## src/rtl/pw_pkg.sv

```systemverilog
package pw_pkg;

  localparam int ENTRY_W    = 32;
  localparam int PRESENT_B  = 31;
  localparam int RIGHTS_HI  = 30;
  localparam int RIGHTS_LO  = 29;

  localparam logic [1:0] RIGHT_RO   = 2'd0;
  localparam logic [1:0] RIGHT_RW   = 2'd1;
  localparam logic [1:0] RIGHT_EXEC = 2'd2;

  localparam logic [1:0] ACC_LOAD   = 2'd0;
  localparam logic [1:0] ACC_STORE  = 2'd1;
  localparam logic [1:0] ACC_FETCH  = 2'd2;

  localparam logic CAUSE_ABSENT  = 1'b0;
  localparam logic CAUSE_PROTECT = 1'b1;

  typedef struct packed {
    logic captureReq;
    logic captureEntry;
    logic walkBusy;
    logic walkDone;
  } walkStrobes_t;

  function automatic logic accessAllowed(input logic [1:0] rights, input logic [1:0] acc);
    logic ok;
    ok = 1'b0;
    case (acc)
      ACC_LOAD:  ok = (rights == RIGHT_RO) || (rights == RIGHT_RW);
      ACC_STORE: ok = (rights == RIGHT_RW);
      ACC_FETCH: ok = (rights == RIGHT_EXEC);
      default:   ok = 1'b0;
    endcase
    return ok;
  endfunction

endpackage

```

## src/rtl/pw_ctrl.sv

```systemverilog
module pw_ctrl
  import pw_pkg::*;
(
  input  logic         clk,
  input  logic         rstN,
  input  logic         reqValid,
  output logic         reqReady,
  output logic         memReqValid,
  input  logic         memReqReady,
  input  logic         memRspValid,
  output logic         rspValid,
  input  logic         rspReady,
  output walkStrobes_t strobes
);

  typedef enum logic [1:0] {
    ST_IDLE  = 2'd0,
    ST_ISSUE = 2'd1,
    ST_WAIT  = 2'd2,
    ST_REPLY = 2'd3
  } walkState_t;

  walkState_t stateQ, stateD;

  always_comb begin
    stateD               = stateQ;
    reqReady             = 1'b0;
    memReqValid          = 1'b0;
    rspValid             = 1'b0;
    strobes.captureReq   = 1'b0;
    strobes.captureEntry = 1'b0;
    strobes.walkDone     = 1'b0;
    strobes.walkBusy     = (stateQ != ST_IDLE);
    case (stateQ)
      ST_IDLE: begin
        reqReady = 1'b1;
        if (reqValid) begin
          strobes.captureReq = 1'b1;
          stateD             = ST_ISSUE;
        end
      end
      ST_ISSUE: begin
        memReqValid = 1'b1;
        if (memReqReady) stateD = ST_WAIT;
      end
      ST_WAIT: begin
        if (memRspValid) begin
          strobes.captureEntry = 1'b1;
          stateD               = ST_REPLY;
        end
      end
      ST_REPLY: begin
        rspValid = 1'b1;
        if (rspReady) begin
          strobes.walkDone = 1'b1;
          stateD           = ST_IDLE;
        end
      end
      default: stateD = ST_IDLE;
    endcase
  end

  always_ff @(posedge clk) begin
    if (!rstN) stateQ <= ST_IDLE;
    else       stateQ <= stateD;
  end


  accept_closes_chk: assert property (@(posedge clk) disable iff (!rstN)
    (reqValid && reqReady) |=> !reqReady);


  rsp_hold_chk: assert property (@(posedge clk) disable iff (!rstN)
    (rspValid && !rspReady) |=> rspValid);


  memreq_hold_chk: assert property (@(posedge clk) disable iff (!rstN)
    (memReqValid && !memReqReady) |=> memReqValid);


  single_read_chk: assert property (@(posedge clk) disable iff (!rstN)
    (memReqValid && memReqReady) |=> !memReqValid);


  no_overlap_chk: assert property (@(posedge clk) disable iff (!rstN)
    $onehot0({reqReady, memReqValid, rspValid}));

endmodule

```

## src/rtl/pw_datapath.sv

```systemverilog
module pw_datapath
  import pw_pkg::*;
#(
  parameter int VADDR_W  = 32,
  parameter int PADDR_W  = 32,
  parameter int OFFSET_W = 10
) (
  input  logic               clk,
  input  logic               rstN,
  input  walkStrobes_t       strobes,
  input  logic [VADDR_W-1:0] reqVaddr,
  input  logic [1:0]         reqAccess,
  input  logic               baseWrEn,
  input  logic [PADDR_W-1:0] baseWrData,
  input  logic [ENTRY_W-1:0] memRspData,
  output logic [PADDR_W-1:0] memReqAddr,
  output logic               rspFault,
  output logic               rspCause,
  output logic [PADDR_W-1:0] rspPaddr,
  output logic [VADDR_W-1:0] rspVaddr
);

  localparam int VPN_W = VADDR_W - OFFSET_W;
  localparam int PPN_W = PADDR_W - OFFSET_W;

  logic [PADDR_W-1:0] baseQ;
  logic [PADDR_W-1:0] pendQ;
  logic               pendValidQ;
  logic [VADDR_W-1:0] vaddrQ;
  logic [1:0]         accQ;
  logic [PADDR_W-1:0] entryAddrQ;
  logic [ENTRY_W-1:0] entryQ;

  logic [VPN_W-1:0]    reqVpn;
  logic [PADDR_W-1:0]  entryAddrD;
  logic                entPresent;
  logic [1:0]          entRights;
  logic [PPN_W-1:0]    entPpn;
  logic                permitted;
  logic [OFFSET_W-1:0] pageOffset;
  logic                unusedEntryBits;

  // Entry address: table base plus one word per virtual page
  assign reqVpn     = reqVaddr[VADDR_W-1:OFFSET_W];
  assign entryAddrD = baseQ + (PADDR_W'(reqVpn) << 2);

  // Base register with deferral of writes that land during a walk
  always_ff @(posedge clk) begin
    if (!rstN) begin
      baseQ      <= '0;
      pendQ      <= '0;
      pendValidQ <= 1'b0;
    end else if (!strobes.walkBusy) begin
      if (baseWrEn) baseQ <= baseWrData;
      pendValidQ <= 1'b0;
    end else if (strobes.walkDone) begin
      if (baseWrEn)        baseQ <= baseWrData;
      else if (pendValidQ) baseQ <= pendQ;
      pendValidQ <= 1'b0;
    end else if (baseWrEn) begin
      pendQ      <= baseWrData;
      pendValidQ <= 1'b1;
    end
  end

  // Request capture
  always_ff @(posedge clk) begin
    if (!rstN) begin
      vaddrQ     <= '0;
      accQ       <= '0;
      entryAddrQ <= '0;
    end else if (strobes.captureReq) begin
      vaddrQ     <= reqVaddr;
      accQ       <= reqAccess;
      entryAddrQ <= entryAddrD;
    end
  end

  // Entry capture
  always_ff @(posedge clk) begin
    if (!rstN)                     entryQ <= '0;
    else if (strobes.captureEntry) entryQ <= memRspData;
  end

  // Entry decode
  assign entPresent      = entryQ[PRESENT_B];
  assign entRights       = entryQ[RIGHTS_HI:RIGHTS_LO];
  assign entPpn          = entryQ[PPN_W-1:0];
  assign unusedEntryBits = ^entryQ[RIGHTS_LO-1:PPN_W];
  assign permitted       = accessAllowed(entRights, accQ);
  assign pageOffset      = vaddrQ[OFFSET_W-1:0];

  always_comb begin
    rspFault = 1'b0;
    rspCause = CAUSE_ABSENT;
    rspPaddr = '0;
    if (!entPresent) begin
      rspFault = 1'b1;
      rspCause = CAUSE_ABSENT;
    end else if (!permitted) begin
      rspFault = 1'b1;
      rspCause = CAUSE_PROTECT;
    end else begin
      rspPaddr = {entPpn, pageOffset};
    end
  end

  assign rspVaddr   = vaddrQ;
  assign memReqAddr = entryAddrQ;


  pend_cleared_chk: assert property (@(posedge clk) disable iff (!rstN)
    strobes.walkDone |=> !pendValidQ);


  addr_stable_chk: assert property (@(posedge clk) disable iff (!rstN)
    (strobes.walkBusy && !strobes.captureReq) |=> $stable(entryAddrQ) || !strobes.walkBusy);


  base_frozen_chk: assert property (@(posedge clk) disable iff (!rstN)
    (strobes.walkBusy && !strobes.walkDone) |=> $stable(baseQ));

endmodule

```

## src/rtl/page_walker.sv

```systemverilog
module page_walker
  import pw_pkg::*;
#(
  parameter int VADDR_W  = 32,
  parameter int PADDR_W  = 32,
  parameter int OFFSET_W = 10
) (
  input  logic               clk,
  input  logic               rstN,
  input  logic               reqValid,
  output logic               reqReady,
  input  logic [VADDR_W-1:0] reqVaddr,
  input  logic [1:0]         reqAccess,
  output logic               rspValid,
  input  logic               rspReady,
  output logic               rspFault,
  output logic               rspCause,
  output logic [PADDR_W-1:0] rspPaddr,
  output logic [VADDR_W-1:0] rspVaddr,
  output logic               memReqValid,
  input  logic               memReqReady,
  output logic [PADDR_W-1:0] memReqAddr,
  input  logic               memRspValid,
  input  logic [31:0]        memRspData,
  input  logic               baseWrEn,
  input  logic [PADDR_W-1:0] baseWrData
);

  walkStrobes_t strobes;

  pw_ctrl uCtrl (
    .clk         (clk),
    .rstN        (rstN),
    .reqValid    (reqValid),
    .reqReady    (reqReady),
    .memReqValid (memReqValid),
    .memReqReady (memReqReady),
    .memRspValid (memRspValid),
    .rspValid    (rspValid),
    .rspReady    (rspReady),
    .strobes     (strobes)
  );

  pw_datapath #(
    .VADDR_W  (VADDR_W),
    .PADDR_W  (PADDR_W),
    .OFFSET_W (OFFSET_W)
  ) uData (
    .clk        (clk),
    .rstN       (rstN),
    .strobes    (strobes),
    .reqVaddr   (reqVaddr),
    .reqAccess  (reqAccess),
    .baseWrEn   (baseWrEn),
    .baseWrData (baseWrData),
    .memRspData (memRspData),
    .memReqAddr (memReqAddr),
    .rspFault   (rspFault),
    .rspCause   (rspCause),
    .rspPaddr   (rspPaddr),
    .rspVaddr   (rspVaddr)
  );


  fault_no_paddr_chk: assert property (@(posedge clk) disable iff (!rstN)
    (rspValid && rspFault) |-> (rspPaddr == '0));


  offset_pass_chk: assert property (@(posedge clk) disable iff (!rstN)
    (rspValid && !rspFault) |-> (rspPaddr[OFFSET_W-1:0] == rspVaddr[OFFSET_W-1:0]));


  rsp_fields_stable_chk: assert property (@(posedge clk) disable iff (!rstN)
    (rspValid && !rspReady) |=> ($stable(rspPaddr) && $stable(rspFault) && $stable(rspCause)));

endmodule

```

## config.mk

```make
export PLATFORM = sky130hd
export DESIGN_NAME = page_walker
export DESIGN_NICKNAME = d
export VERILOG_FILES = /design/src/rtl/pw_pkg.sv /design/src/rtl/pw_ctrl.sv /design/src/rtl/pw_datapath.sv /design/src/rtl/page_walker.sv
export SDC_FILE = /design/constraint.sdc
export NUM_CORES = 1
export LEC_CHECK = 0
export ABC_AREA = 1
export BUFFER_PORTS_ARGS = -buffer_cell sky130_fd_sc_hd__buf_2
export CAP_MARGIN = 30
export CORE_MARGIN = 5
export CORE_UTILIZATION = 48
export DETAILED_ROUTE_END_ITERATION = 12
export HOLD_SLACK_MARGIN = 0.02
export MAX_ROUTING_LAYER = met4
export PLACE_DENSITY = 0.76
export SLEW_MARGIN = 20
export SYNTH_ARGS = -nofsm -noshare
export SYNTH_HDL_FRONTEND = slang
export SYNTH_SLANG_ARGS = --single-unit
```

## constraint.sdc

```tcl
create_clock -name clk -period 1.73 [get_ports clk]
set_clock_uncertainty 0.05 [all_clocks]
set_input_delay 0.173 -clock clk [delete_from_list [all_inputs] [get_ports clk]]
set_output_delay 0.173 -clock clk [all_outputs]
set_load 0.03 [all_outputs]
```

After elaboration in Yosys (flattened, before gate mapping)
Index checks and enable logic that the tools add are counted.
{ "word_totals": {"elab_cells": 60, "register_bits": 165, "in_bits": 105} }
{ "classes": {"bitwise": 3, "n_eq_ne": 13, "addsub": 1, "n_mux": 25, "reduce_logical": 10} }
{ "ops": {"columns": ["cell", "count"], "rows": [
  ["$mux 32", 7],
  ["$add 32x24->32", 1],
  ["$mux 1", 12],
  ["$ne 2x2->1 const B", 5],
  ["$eq 2x2->1 const B", 4],
  ["$mux 2", 4],
  ["$pmux 2 s4", 1],
  ["$eq 2x1->1 const B", 3],
  ["$logic_not 2->1", 3],
  ["$reduce_and 3->1", 2],
  ["$reduce_and 4->1", 1],
  ["$reduce_bool 2->1", 2],
  ["$ne 3x2->1 const B", 1],
  ["$not 1->1", 3],
  ["$pmux 1 s3", 1],
  ["$reduce_or 3->1", 1],
  ["$logic_or 1x1->1", 1]
]} }

Longest topological paths before layout
{ "depth": {"word_depth": 5, "depth_mapped": 14} }

Modules after synthesis
A second synthesis with hierarchy kept.
{ "hier_totals": {"hier_cells": 1225, "area_unflattened_um2": 8092.8} }
{ "by_module_without_submodules": {"columns": ["mod", "n_inst", "area_per_inst_um2", "cells_per_inst"], "rows": [
  ["pw_datapath", 1, 7860.0, 1188],
  ["pw_ctrl", 1, 232.7, 37]
]} }

Worst setup path after synthesis
Ideal clock, no wire load.
{ "synth_timing": {"kind": "reg-to-reg", "startpoint": "reg uData.baseQ[2]", "endpoint": "reg uData.entryAddrQ[30] (netlist: uData.memReqAddr[30])", "t_arrival_ns": 1.663, "path_slack_ns": -0.100, "stages_incl_launch_ff": 14, "setup_time_ns": 0.117, "required_ns": 1.563, "synth_period_minus_slack_ns": 1.830, "cell_sequence": "dfxtp_1 ha_1 inv_1 fa_1 inv_1 nand3_1 nand3_1 nand3_1 nand3_2 nand2_1 nand3_1 nand2_1 nor2_1 nor2_1"} }
{ "synth_via": {"elab_chain_cells": 1} }
{ "synth_lines": {"columns": ["item", "line_no", "rtl"], "rows": [
  ["start, declared", "pw_datapath.sv:26", "logic [PADDR_W-1:0] baseQ;"],
  ["start signal, assigned", "pw_datapath.sv:54", "if (baseWrEn) baseQ <= baseWrData;"],
  ["start signal, assigned", "pw_datapath.sv:57", "if (baseWrEn) baseQ <= baseWrData;"],
  ["start signal, assigned", "pw_datapath.sv:58", "else if (pendValidQ) baseQ <= pendQ;"],
  ["$add 32x24->32", "pw_datapath.sv:45", "assign entryAddrD = baseQ + (PADDR_W'(reqVpn) << 2);"],
  ["end signal, assigned", "pw_datapath.sv:75", "entryAddrQ <= entryAddrD;"],
  ["end, declared", "pw_datapath.sv:31", "logic [PADDR_W-1:0] entryAddrQ;"]
]} }
Every way passes these cells.
A chain may end at the register's enable or synchronous reset.

Worst setup path in the final report
{ "layout_timing": {"startpoint": "reg uData.accQ[0]", "endpoint": "out rspPaddr[18]"} }
{ "layout_via": {"elab_chain_cells": 4, "word_cells_on_any_way": 6, "cone_classes": "2 x eq/ne; 3 x mux; 1 x reduce/logical"} }
{ "layout_lines": {"columns": ["item", "line_no", "rtl"], "rows": [
  ["start, declared", "pw_datapath.sv:30", "logic [1:0] accQ;"],
  ["start signal, assigned", "pw_datapath.sv:74", "accQ <= reqAccess;"],
  ["$eq 2x2->1, or another cell as far along", "pw_pkg.sv:29", "case (acc)"],
  ["$pmux 1 s3 *", "pw_pkg.sv:29", null],
  ["$mux 32 *", "pw_datapath.sv:100", "end else if (!permitted) begin"],
  ["$mux 32 *", "pw_datapath.sv:97", "if (!entPresent) begin"],
  ["end, declared", "page_walker.sv:18", "output logic [PADDR_W-1:0] rspPaddr,"]
]} }
Mark *: on every way between the ends. The rest lies on a longest branch, timed or not.

==> metrics.md <==
| Metric | Value |
|---|---|
| Status | `finished, violations left` |
| Failing checks | `setup timing` |
| Vias in the first global route | `8944` |
| Die Y | `139.9 um` |
| CP arrival | `1.85 ns` |
| Worst hold start | `reqVaddr[28]` |
| Layout cells sized above 1 | `35.90%` |
| Rel. slew slack | `71.73%` |
| WS Path Type | `reg2out` |
| Vias | `9977` |
| Final period utilization | `119.8%` |
| Io pins | `206` |
| Static Leak | `5.784 nW` |
| Finished Cell Area | `12760 um^2` |
| DRT Wirelength | `33.84 mm` |
| Primary FF master, synth | `dfxtp_1` |
| Crit. End Element | `output port` |
| Met3 WL post-DR | `2.952 mm` |
| Worst ir drop on vdd | `0.0009505 V` |
| Clock Tree Root | `clkbuf_16` |
| First-pass GRT wire length | `45.20 mm` |
| CP required | `1.51 ns` |
| GP Congestion | `0.9860` |
| P per Cell Area | `1577 nW/um^2` |
| Nets | `1665` |
| Dpl cell area | `9706 um^2` |
| GRT overflow | `0` |
| M1 WL | `12.76 mm` |
| Syn_nets | `1353` |
| Worst Max-Slew Pin Slew | `0.4197 ns` |
| Endpoints failing setup | `55` |
| Tmin final | `2.072 ns` |
| FF+latch count, synth | `158` |
| Clk pin slew, worst setup/hold paths | `0.06 ns` |
| # DRC | `0` |
| Hpwl dp | `17.71 mm` |
| Largest net degree at the start of global routing | `82` |
| Worst r2r dst | `uData.memReqAddr[14]` |
| Tot GR Track Use | `29.23%` |
| DR WL/cell | `19.12 um` |
| Clock buffer depth | `2` |
| Antenna Nets Post-Route | `0` |
| Worst-path fanout max | `8` |
| RSZ-0062 raised after global routing | `yes` |
| Count of pins over their slew limit | `0` |
| Most frequent cells in the layout | `inv_1 (172), o21ai_0 (169), buf_2 (163)` |
| Synth cell types | `32` |
| Yosys warns | `0` |
| Area grow syn2layout | `57.53%` |
| Non-Filler Instances | `1770` |
| Pre-CTS setup slack | `-0.1755 ns` |
| Iteration-0 DRC Markers | `1100` |
| Max Cap Violations | `0` |
| DR top layer | `met4` |
| Num CTS Buffers | `17` |
| Worst Hold Class | `in2reg` |
| Avg Cell Area, Syn | `6.635 um^2` |
| Metal2 WL | `15.73 mm` |
| Mapped Area | `8102 um^2` |
| Cells after Synth | `1221` |
| Drt via density | `5.637` |
| Die area | `19580 um^2` |
| End of the critical path | `rspPaddr[18]` |
| Number of clock sinks | `158` |
| Final WS setup | `-0.3420 ns` |
| Achievable Freq | `482.6 MHz` |
| Core area | `16580 um^2` |
| Die Wd | `139.9 um` |
| CTS tree | `built` |
| Dpl cells | `1637` |
| Critical path startpoint | `uData.accQ[0]` |
| Worst R2R Start | `uData.baseQ[7]` |
| Clk Latency, worst-skew pair | `0.44 ns` |
| R2r setup slk | `-0.22 ns` |
| Async SR Flop Fraction | `0%` |
| EDFF count, synth | `0` |
| R2R cell count | `12` |
| I/O Buffers | `198` |
| Startpoint Class | `register` |
| Fin. Hold Viols | `0` |
| Most common cell after layout, fill and taps aside | `inv_1` |
| Final core occ | `76.96%` |
| Site Rows | `47` |
| Worst Hold Slack | `0.02053 ns` |
| Initial antenna violation count | `4` |
| Drt first pass iters | `7` |
| Htree depth | `4` |
| Initial Util | `48.85%` |
| Sequential area share after synthesis | `39.04%` |
## flip-flops by register name, indices dropped and copies added, names as in the netlist
| register | flops |
|---|---|
| uData.baseQ | 32 |
| uData.pendQ | 32 |
| uData.accQ | 2 |
| uData.entryQ | 25 |
| uData.memReqAddr | 32 |
| uCtrl.stateQ | 2 |
| uData.pendValidQ | 1 |
| uData.rspVaddr | 32 |
## worst max-delay path, cell delays in order (launching register included)
cell and delay, ns:
dfxtp_1 0.32, inv_1 0.15, o22ai_2 0.17, nor2_4 0.15
nand2_4 0.14, clkbuf_16 0.20, nor2_1 0.10, buf_4 0.17
## synth_stat cells (10+ instances only)
master,number,area (um^2)
a21oi_1,94,470.5
a31oi_1,34,212.7
buf_2,17,85.08
clkbuf_1,42,157.7
dfxtp_1,158,3163
ha_1,26,325.3
inv_1,189,709.4
nand2_1,207,777.0
nand2_2,10,62.56
nand3_1,41,205.2
nor2_1,171,641.9
o21ai_0,177,885.9
## repair_timing
item,4_1_cts,5_1_grt
setup buffers,2,15
hold buffers,79,0
gates resized for setup,172,210
gates cloned,2,2
pin swaps,26,70
hold endpoints to repair,104,0
endpoints found under the setup margin,56,107
## per-stage QoR
| step | power, mW | TNS (ns) |
|---|---|---|
| floorplan | 10.60 | -0.2920 |
| CTS | 17.92 | -5.580 |
| detailed placement | 13.30 | -1.975 |
| global placement | 13.13 | -1.269 |
| global route | 21.11 | -13.86 |
| finish | 20.13 | -12.05 |
## cells by family (layout without fill, tap and decap cells)
logic type,count (synthesis),after routing,share of synthesized area [%]
compound gates,316,316,20.29
xor+xnor,10,10,1.081
fa+ha+maj,27,27,4.263
buf+inv,255,580,12.17
flops,158,158,39.04
other cells,0,4,0
simple gates,455,455,23.15
## layer usage
layer,global-route usage [%],vias up
li1,-,4522
met1,35.85,4521
met2,46.70,717
met3,4.772,217
met4,14.84,0
met5,-,-
## worst min path at each step
stage                                    end  slack (ns)  cells after the start
final                     uData.rspVaddr[28]        0.02                      3
after global routing      uData.rspVaddr[24]        0.04                      3
after CTS                 uData.rspVaddr[30]        0.02                      3
after detailed placement      uData.pendQ[9]        0.38                      2
after global placement       uData.pendQ[14]        0.38                      2
after floorplan             uData.entryQ[29]        0.28                      2
## power by group
part | switching [mW] | internal [mW] | leakage [nW]
logic | 6.60 | 3.97 | 4.20
clock network | 1.66 | 2.17 | 0.272
registers | 0.854 | 4.88 | 1.31
## cell type report
cell class	instances	area, um^2
antenna	4	10.01
clock buffer	19	442.9
clock inverter	13	138.9
fill	1088	3821
inverter	192	725.7
multi-input combinational	808	5120
sequential	158	3221
tap	220	275.3
timing repair buffer	356	2829
No activity file was read; power rests on OpenSTA's default activity.
